`src/rtl/pin_irq_pkg.sv`:
```
`timescale 1ns/1ps
package pin_irq_pkg;

    // Per-channel flag state
    typedef enum logic {
        CH_ARMED   = 1'b0,
        CH_PENDING = 1'b1
    } ch_state_e;

    // {type, sense} taken together as one trigger kind
    typedef enum logic [1:0] {
        TRIG_LEVEL_LOW  = 2'b00,
        TRIG_LEVEL_HIGH = 2'b01,
        TRIG_EDGE_FALL  = 2'b10,
        TRIG_EDGE_RISE  = 2'b11
    } trig_kind_e;

    // Byte offsets of the registers
    localparam int unsigned OFF_FLAG  = 0;
    localparam int unsigned OFF_TYPE  = 8;
    localparam int unsigned OFF_SENSE = 12;

endpackage

```
`src/rtl/pin_irq_sync.sv`:
```
`timescale 1ns/1ps
module pin_irq_sync #(
    parameter int unsigned WIDTH   = 4,
    parameter int unsigned STAGES  = 2,
    parameter logic        RST_VAL = 1'b1
) (
    input  logic             clk,
    input  logic             rst_n,
    input  logic [WIDTH-1:0] d,
    output logic [WIDTH-1:0] q
);

    logic [WIDTH-1:0] chain [STAGES];

    for (genvar s = 0; s < STAGES; s++) begin : g_stage
        if (s == 0) begin : g_first
            always_ff @(posedge clk or negedge rst_n) begin
                if (!rst_n) chain[s] <= {WIDTH{RST_VAL}};
                else        chain[s] <= d;
            end
        end else begin : g_next
            always_ff @(posedge clk or negedge rst_n) begin
                if (!rst_n) chain[s] <= {WIDTH{RST_VAL}};
                else        chain[s] <= chain[s-1];
            end
        end
    end

    assign q = chain[STAGES-1];

endmodule

```
`src/rtl/pin_irq_regs.sv`:
```
`timescale 1ns/1ps
module pin_irq_regs
    import pin_irq_pkg::*;
#(
    parameter int unsigned NUM_CH = 4,
    parameter int unsigned ADDR_W = 4,
    parameter int unsigned DATA_W = 32
) (
    input  logic              clk,
    input  logic              rst_n,
    input  logic              bus_sel,
    input  logic              bus_wr,
    input  logic [ADDR_W-1:0] bus_addr,
    input  logic [DATA_W-1:0] bus_wdata,
    input  logic [NUM_CH-1:0] flag_q,
    output logic [NUM_CH-1:0] type_q,
    output logic [NUM_CH-1:0] sense_q,
    output logic [NUM_CH-1:0] clr_req,
    output logic [NUM_CH-1:0] cfg_touch,
    output logic [DATA_W-1:0] bus_rdata
);

    localparam logic [ADDR_W-1:0] A_FLAG  = ADDR_W'(OFF_FLAG);
    localparam logic [ADDR_W-1:0] A_TYPE  = ADDR_W'(OFF_TYPE);
    localparam logic [ADDR_W-1:0] A_SENSE = ADDR_W'(OFF_SENSE);

    logic              wr_flag, wr_type, wr_sense;
    logic [NUM_CH-1:0] wdata_ch;

    assign wdata_ch = bus_wdata[NUM_CH-1:0];
    assign wr_flag  = bus_sel && bus_wr && (bus_addr == A_FLAG);
    assign wr_type  = bus_sel && bus_wr && (bus_addr == A_TYPE);
    assign wr_sense = bus_sel && bus_wr && (bus_addr == A_SENSE);

    // Write-one-to-clear request per channel
    assign clr_req = {NUM_CH{wr_flag}} & wdata_ch;

    // Channels whose configuration actually changes with this write
    assign cfg_touch = ({NUM_CH{wr_type}}  & (wdata_ch ^ type_q))
                     | ({NUM_CH{wr_sense}} & (wdata_ch ^ sense_q));

    always_ff @(posedge clk or negedge rst_n) begin
        if (!rst_n) begin
            type_q  <= '0;
            sense_q <= '0;
        end else begin
            if (wr_type)  type_q  <= wdata_ch;
            if (wr_sense) sense_q <= wdata_ch;
        end
    end

    always_comb begin
        bus_rdata = '0;
        if (bus_sel && !bus_wr) begin
            if (bus_addr == A_FLAG)       bus_rdata = DATA_W'(flag_q);
            else if (bus_addr == A_TYPE)  bus_rdata = DATA_W'(type_q);
            else if (bus_addr == A_SENSE) bus_rdata = DATA_W'(sense_q);
        end
    end

    // a write to the type register is visible on the next cycle
    p_type_write_r2: assert property (@(posedge clk) disable iff (!rst_n)
        wr_type |=> type_q == $past(wdata_ch));

    // a write to the sense register is visible on the next cycle
    p_sense_write_r2: assert property (@(posedge clk) disable iff (!rst_n)
        wr_sense |=> sense_q == $past(wdata_ch));

endmodule

```
`src/rtl/pin_irq_channel.sv`:
```
`timescale 1ns/1ps
module pin_irq_channel
    import pin_irq_pkg::*;
#(
    parameter logic RST_VAL = 1'b1
) (
    input  logic clk,
    input  logic rst_n,
    input  logic pin_s,
    input  logic type_bit,
    input  logic sense_bit,
    input  logic clr,
    input  logic cfg_touch,
    output logic flag
);

    ch_state_e  state_q, state_d;
    trig_kind_e kind;
    logic       prev_q;
    logic       hist_ok_q;
    logic       rise_evt, fall_evt;
    logic       trigger;

    // Edge history: previous sample plus a validity bit
    always_ff @(posedge clk or negedge rst_n) begin
        if (!rst_n) begin
            prev_q    <= RST_VAL;
            hist_ok_q <= 1'b0;
        end else begin
            prev_q    <= pin_s;
            hist_ok_q <= !cfg_touch;
        end
    end

    assign rise_evt = hist_ok_q &&  pin_s && !prev_q;
    assign fall_evt = hist_ok_q && !pin_s &&  prev_q;
    assign kind     = trig_kind_e'({type_bit, sense_bit});

    always_comb begin
        unique case (kind)
            TRIG_LEVEL_LOW:  trigger = !pin_s;
            TRIG_LEVEL_HIGH: trigger =  pin_s;
            TRIG_EDGE_FALL:  trigger = fall_evt;
            TRIG_EDGE_RISE:  trigger = rise_evt;
        endcase
    end

    // State register
    always_ff @(posedge clk or negedge rst_n) begin
        if (!rst_n) state_q <= CH_ARMED;
        else        state_q <= state_d;
    end

    // Transitions: ARM and CLEAR
    always_comb begin
        state_d = state_q;
        unique case (state_q)
            CH_ARMED:   if (trigger)           state_d = CH_PENDING;
            CH_PENDING: if (clr && !trigger)   state_d = CH_ARMED;
        endcase
    end

    // Outputs
    always_comb begin
        flag = 1'b0;
        unique case (state_q)
            CH_ARMED:   flag = 1'b0;
            CH_PENDING: flag = 1'b1;
        endcase
    end

    // without a clear a set flag stays set
    p_flag_sticky_r7: assert property (@(posedge clk) disable iff (!rst_n)
        (flag && !clr) |=> flag);

    // level mode, clear while pin active leaves flag set
    p_level_clear_blocked_r6: assert property (@(posedge clk) disable iff (!rst_n)
        (!type_bit && (pin_s == sense_bit) && clr) |=> flag);

    // an edge trigger beats a same-cycle clear
    p_event_wins_r9: assert property (@(posedge clk) disable iff (!rst_n)
        (type_bit && (rise_evt || fall_evt) && (pin_s == sense_bit) && clr) |=> flag);

    // an edge channel stays armed in the cycle after its configuration changed
    p_hist_mask_r10: assert property (@(posedge clk) disable iff (!rst_n)
        (cfg_touch && !flag) ##1 (type_bit && !flag) |=> !flag);

endmodule

```
`src/rtl/pin_irq_unit.sv`:
```
`timescale 1ns/1ps
module pin_irq_unit
    import pin_irq_pkg::*;
#(
    parameter int unsigned NUM_CH      = 4,
    parameter int unsigned ADDR_W      = 4,
    parameter int unsigned DATA_W      = 32,
    parameter int unsigned SYNC_STAGES = 2,
    parameter logic        PIN_IDLE    = 1'b1
) (
    input  logic              clk,
    input  logic              rst_n,
    input  logic [NUM_CH-1:0] pin_in,
    input  logic              bus_sel,
    input  logic              bus_wr,
    input  logic [ADDR_W-1:0] bus_addr,
    input  logic [DATA_W-1:0] bus_wdata,
    output logic [DATA_W-1:0] bus_rdata,
    output logic [NUM_CH-1:0] irq_req,
    output logic              wake_req
);

    logic [NUM_CH-1:0] pin_s;
    logic [NUM_CH-1:0] type_q, sense_q, clr_req, cfg_touch, flag_q;

    pin_irq_sync #(
        .WIDTH   (NUM_CH),
        .STAGES  (SYNC_STAGES),
        .RST_VAL (PIN_IDLE)
    ) u_sync (
        .clk   (clk),
        .rst_n (rst_n),
        .d     (pin_in),
        .q     (pin_s)
    );

    pin_irq_regs #(
        .NUM_CH (NUM_CH),
        .ADDR_W (ADDR_W),
        .DATA_W (DATA_W)
    ) u_regs (
        .clk       (clk),
        .rst_n     (rst_n),
        .bus_sel   (bus_sel),
        .bus_wr    (bus_wr),
        .bus_addr  (bus_addr),
        .bus_wdata (bus_wdata),
        .flag_q    (flag_q),
        .type_q    (type_q),
        .sense_q   (sense_q),
        .clr_req   (clr_req),
        .cfg_touch (cfg_touch),
        .bus_rdata (bus_rdata)
    );

    for (genvar c = 0; c < NUM_CH; c++) begin : g_ch
        pin_irq_channel #(
            .RST_VAL (PIN_IDLE)
        ) u_ch (
            .clk       (clk),
            .rst_n     (rst_n),
            .pin_s     (pin_s[c]),
            .type_bit  (type_q[c]),
            .sense_bit (sense_q[c]),
            .clr       (clr_req[c]),
            .cfg_touch (cfg_touch[c]),
            .flag      (flag_q[c])
        );
    end

    assign irq_req  = flag_q;
    assign wake_req = |flag_q;

    // wake-up only rises together with a newly raised request
    p_wake_rise_r8: assert property (@(posedge clk) disable iff (!rst_n)
        $rose(wake_req) |-> ($countones(irq_req) > 0 && $past(irq_req) == '0));

endmodule

```
`config.mk`:
```
export PLATFORM = sky130hd
export DESIGN_NAME = pin_irq_unit
export DESIGN_NICKNAME = d
export VERILOG_FILES = /design/src/rtl/pin_irq_pkg.sv /design/src/rtl/pin_irq_sync.sv /design/src/rtl/pin_irq_regs.sv /design/src/rtl/pin_irq_channel.sv /design/src/rtl/pin_irq_unit.sv
export SDC_FILE = /design/constraint.sdc
export NUM_CORES = 1
export LEC_CHECK = 0
export BUFFER_PORTS_ARGS = -buffer_cell sky130_fd_sc_hd__buf_2
export CAP_MARGIN = 20
export CORE_MARGIN = 5
export CORE_UTILIZATION = 40
export CTS_BUF_LIST = sky130_fd_sc_hd__clkbuf_8 sky130_fd_sc_hd__clkbuf_16
export CTS_CLUSTER_DIAMETER = 40
export CTS_CLUSTER_SIZE = 28
export DETAILED_ROUTE_END_ITERATION = 8
export HOLD_SLACK_MARGIN = 0.15
export PLACE_DENSITY = 0.73
export SYNTH_ARGS = -nofsm -noshare
export SYNTH_HDL_FRONTEND = slang
export SYNTH_SLANG_ARGS = --single-unit
```
`constraint.sdc`:
```
create_clock -name clk -period 1.4 [get_ports clk]
set_input_delay 0.07 -clock clk [delete_from_list [all_inputs] [get_ports clk]]
set_output_delay 0.07 -clock clk [all_outputs]
set_load 0.02 [all_outputs]
```
==> reports/qor.csv <==
metric,value,unit
logic depth of the worst setup path including buffers,2,
switching share of total power,27.8,%
mapped cell area,1510,sq um
Net Switching,477,uW
fraction of registers with async set or reset after synthesis,100,%
Total GRT Usage,10.3,%
initial antenna violation count,0,
critical path's top delay family,simple AND/OR/NAND/NOR gates,
CP endpoint,wake_req,
Final Hold Fails,0,
area delta synth->final,14.4,%
full die area,5110,sq um
worst setup margin,-0.0253,ns
DR iter-0 viols,19,
TritonCTS Buffers,3,
Synth Register Bits,28,
r2r worst-path depth,5,
Worst-path clk slew,0.09,ns
outcome,finished with violations,
final instance area,1730,sq um
Setup crit start kind,register,
crit-path cells,"or4_4, buf_6",
Vias,1047,
gpl congestion,0.792,
Finish-stage setup viols,1,
clk sink count,28,
Crit path required time,1.33,ns
# IOs,81,
Sequential Power Share,55.9,%
slowest CP cell,or4_4,
reg2reg setup slack,0.27,ns
Total Wirelength,2850,microns
DRC,0,
"Top FF cell, synth",dfrtp_1,
CTS Root Cell,clkbuf_8,
Post-DRT Antenna Nets,0,
Final min period,1.43,ns
reg2reg start,g_ch[2].u_ch.state_q,
clock network power share,24.4,%
critical path type,reg -> out,
sequential area share after synthesis,47.4,%
Max-cap violations,0,
Die Y,71.5,microns
CP Capture Type,output pin,
Max Clk Rate,702,MHz
Pins Over Slew Limit,0,
number of synthesized flops with an enable pin,0,
Design Power,1.72,mW
die width,71.5,microns
Crit. Startpoint,g_ch[2].u_ch.state_q,
"Max FO, Critical Path",2,
Avg Inst Size Synth,11.1,sq um
failing checks,setup timing,
first-pass GRT wire length,4260,microns
worst rel slew slack,60.6,%
# nets final,218,
Max IR drop VDD,0.436,mV
Netlist cell types,31,
Static Leak,0.808,nW
CTS Buffer Depth,2,
Final Skew,0.00195,ns
RSZ-0062 raised after global routing,true,
combinational share of power,19.7,%
reg-to-reg critical path endpoint,g_ch[2].u_ch.state_q,
P_int,1.24,mW
Synth Instances,136,
worst hold path class,in -> reg,
WP data arrival,1.36,ns
H-tree levels,1,
Clock Latency Late Sink,0.27,ns
layout cells sized above 1,34.9,%
"leading cell type in the layout, fill and taps excluded",conb_1,
CTS tree,done,
largest net degree at the start of global routing,29,
core area,3660,sq um
fin crit share,102,%
starting density of the core,41.3,%
Via density,4.76,
length of the first detailed-routing pass in iterations,4,
"commonest cells after routing, fill and taps aside","conb_1 (28), buf_2 (23), dfrtp_1 (15)",
final setup TNS,-0.0253,ns
WP buf/inv,1,
GRT overflow,0,
ANT cells,0,
Final HPWL DP,2010,microns
row cnt,22,
Slew @ Worst Pin,0.591,ns
Ys Warns,0,
input/output buffers,24,
Wirelength per Cell,12.9,microns
Worst path max stage delay,0.55,ns
PwrDens,993,nW/um^2
placed instance area,1560,sq um
vias in the first global route,933,
[cells in the mapped netlist (4+ instances only)]
master     instances  area, sq um
buf_4             33          248
dfrtp_1           16          400
dfstp_2           12          315
inv_1              6         22.5
mux2_2             4         45.0
mux2_4             4         60.1
mux2i_1            4         40.0
nand2_1           12         45.0
nor2_1             6         22.5
nor3_1             4         20.0
o2bb2ai_1          4         35.0
xnor2_1            4         35.0
[logic make-up after synthesis]
kind of cell	count (synthesis)	synth area share, %
multiplexers	12	9.60
buffers and inverters	40	18.6
AND/OR/NAND/NOR	32	12.2
other	1	0.248
AO/OA/AOI/OAI	18	9.11
XOR/XNOR	5	2.90
flip-flops	28	47.4
[layer usage]
| metal | part of all wire (%) | GRT usage (%) | vias to the layer above | wire length [microns] |
|---|---|---|---|---|
| met5 | 0 | 0 | - | 0 |
| met4 | 1.5 | 2.51 | 0 | 43 |
| met3 | 7.6 | 1.40 | 6 | 215 |
| met2 | 48 | 17.2 | 43 | 1380 |
| met1 | 42 | 14.2 | 511 | 1210 |
| li1 | - | - | 487 | - |
[power by group through the flow]
stage | clock network (mW) | registers (mW) | logic [mW]
2_1_floorplan | 0 | 0.954 | 0.298
3_3_place_gp | 0 | 0.972 | 0.298
3_5_place_dp | 0 | 0.976 | 0.304
4_1_cts | 0.426 | 0.961 | 0.325
5_1_grt | 0.459 | 0.972 | 0.375
6_report | 0.419 | 0.960 | 0.339
[area by class of cell]
class / instances / area [sq um]
clock buffer: 3 / 41.3
fill: 357 / 1930
inverter: 6 / 22.5
multi-input combinational: 95 / 619
sequential: 28 / 717
tap: 48 / 60.1
timing repair buffer: 40 / 269
[how the worst min path moves through the flow]
stage | start | endpoint | slack [ns] | cells after the start
after global placement | rst_n | u_regs.type_q[0] | 0.11 | 1
after global routing | bus_addr[3] | g_ch[2].u_ch.hist_ok_q | 0.30 | 3
after detailed placement | rst_n | u_regs.type_q[0] | 0.11 | 1
final | bus_addr[3] | g_ch[1].u_ch.hist_ok_q | 0.29 | 3
after CTS | bus_addr[3] | g_ch[1].u_ch.hist_ok_q | 0.29 | 3
after floorplan | rst_n | g_ch[0].u_ch.hist_ok_q | -0.23 | 0
[through the flow]
step / utilization (%) / hold slack, ns / std cells / setup slack [ns]
final: 47.2 / 0.291 / 220 / -0.0253
after global routing: 47.2 / 0.303 / 220 / -0.0454
after CTS: 46.8 / 0.286 / 218 / -0.0183
after detailed placement: 42.7 / 0.110 / 205 / 0.0558
after global placement: 42.7 / 0.114 / 205 / 0.0594
after floorplan: - / -0.226 / 163 / 0.148
[what timing repair did]
item / in CTS / in global routing
buffers inserted: 1 / 2
endpoints found under the setup margin: 1 / 3
cloned: 0 / 0
hold buffers: 9 / 0
pin swaps: 1 / 1
resized for setup: 3 / 1
endpoints found under the hold margin: 33 / 0
[flip-flops by register name, summed over array words and instances (netlist names)]
| name | cells |
|---|---|
| u_regs.sense_q | 4 |
| g_ch.u_ch.prev_q | 4 |
| u_sync.q | 4 |
| g_ch.u_ch.state_q | 4 |
| g_ch.u_ch.hist_ok_q | 4 |
| u_regs.type_q | 4 |
| u_sync.chain | 4 |
[worst min-delay path, cell delays in order]
cell	delay, ns
buf_2	0.15
and2_1	0.22
nand2_1	0.08
Note: power is estimated with default switching activity, not from simulation.
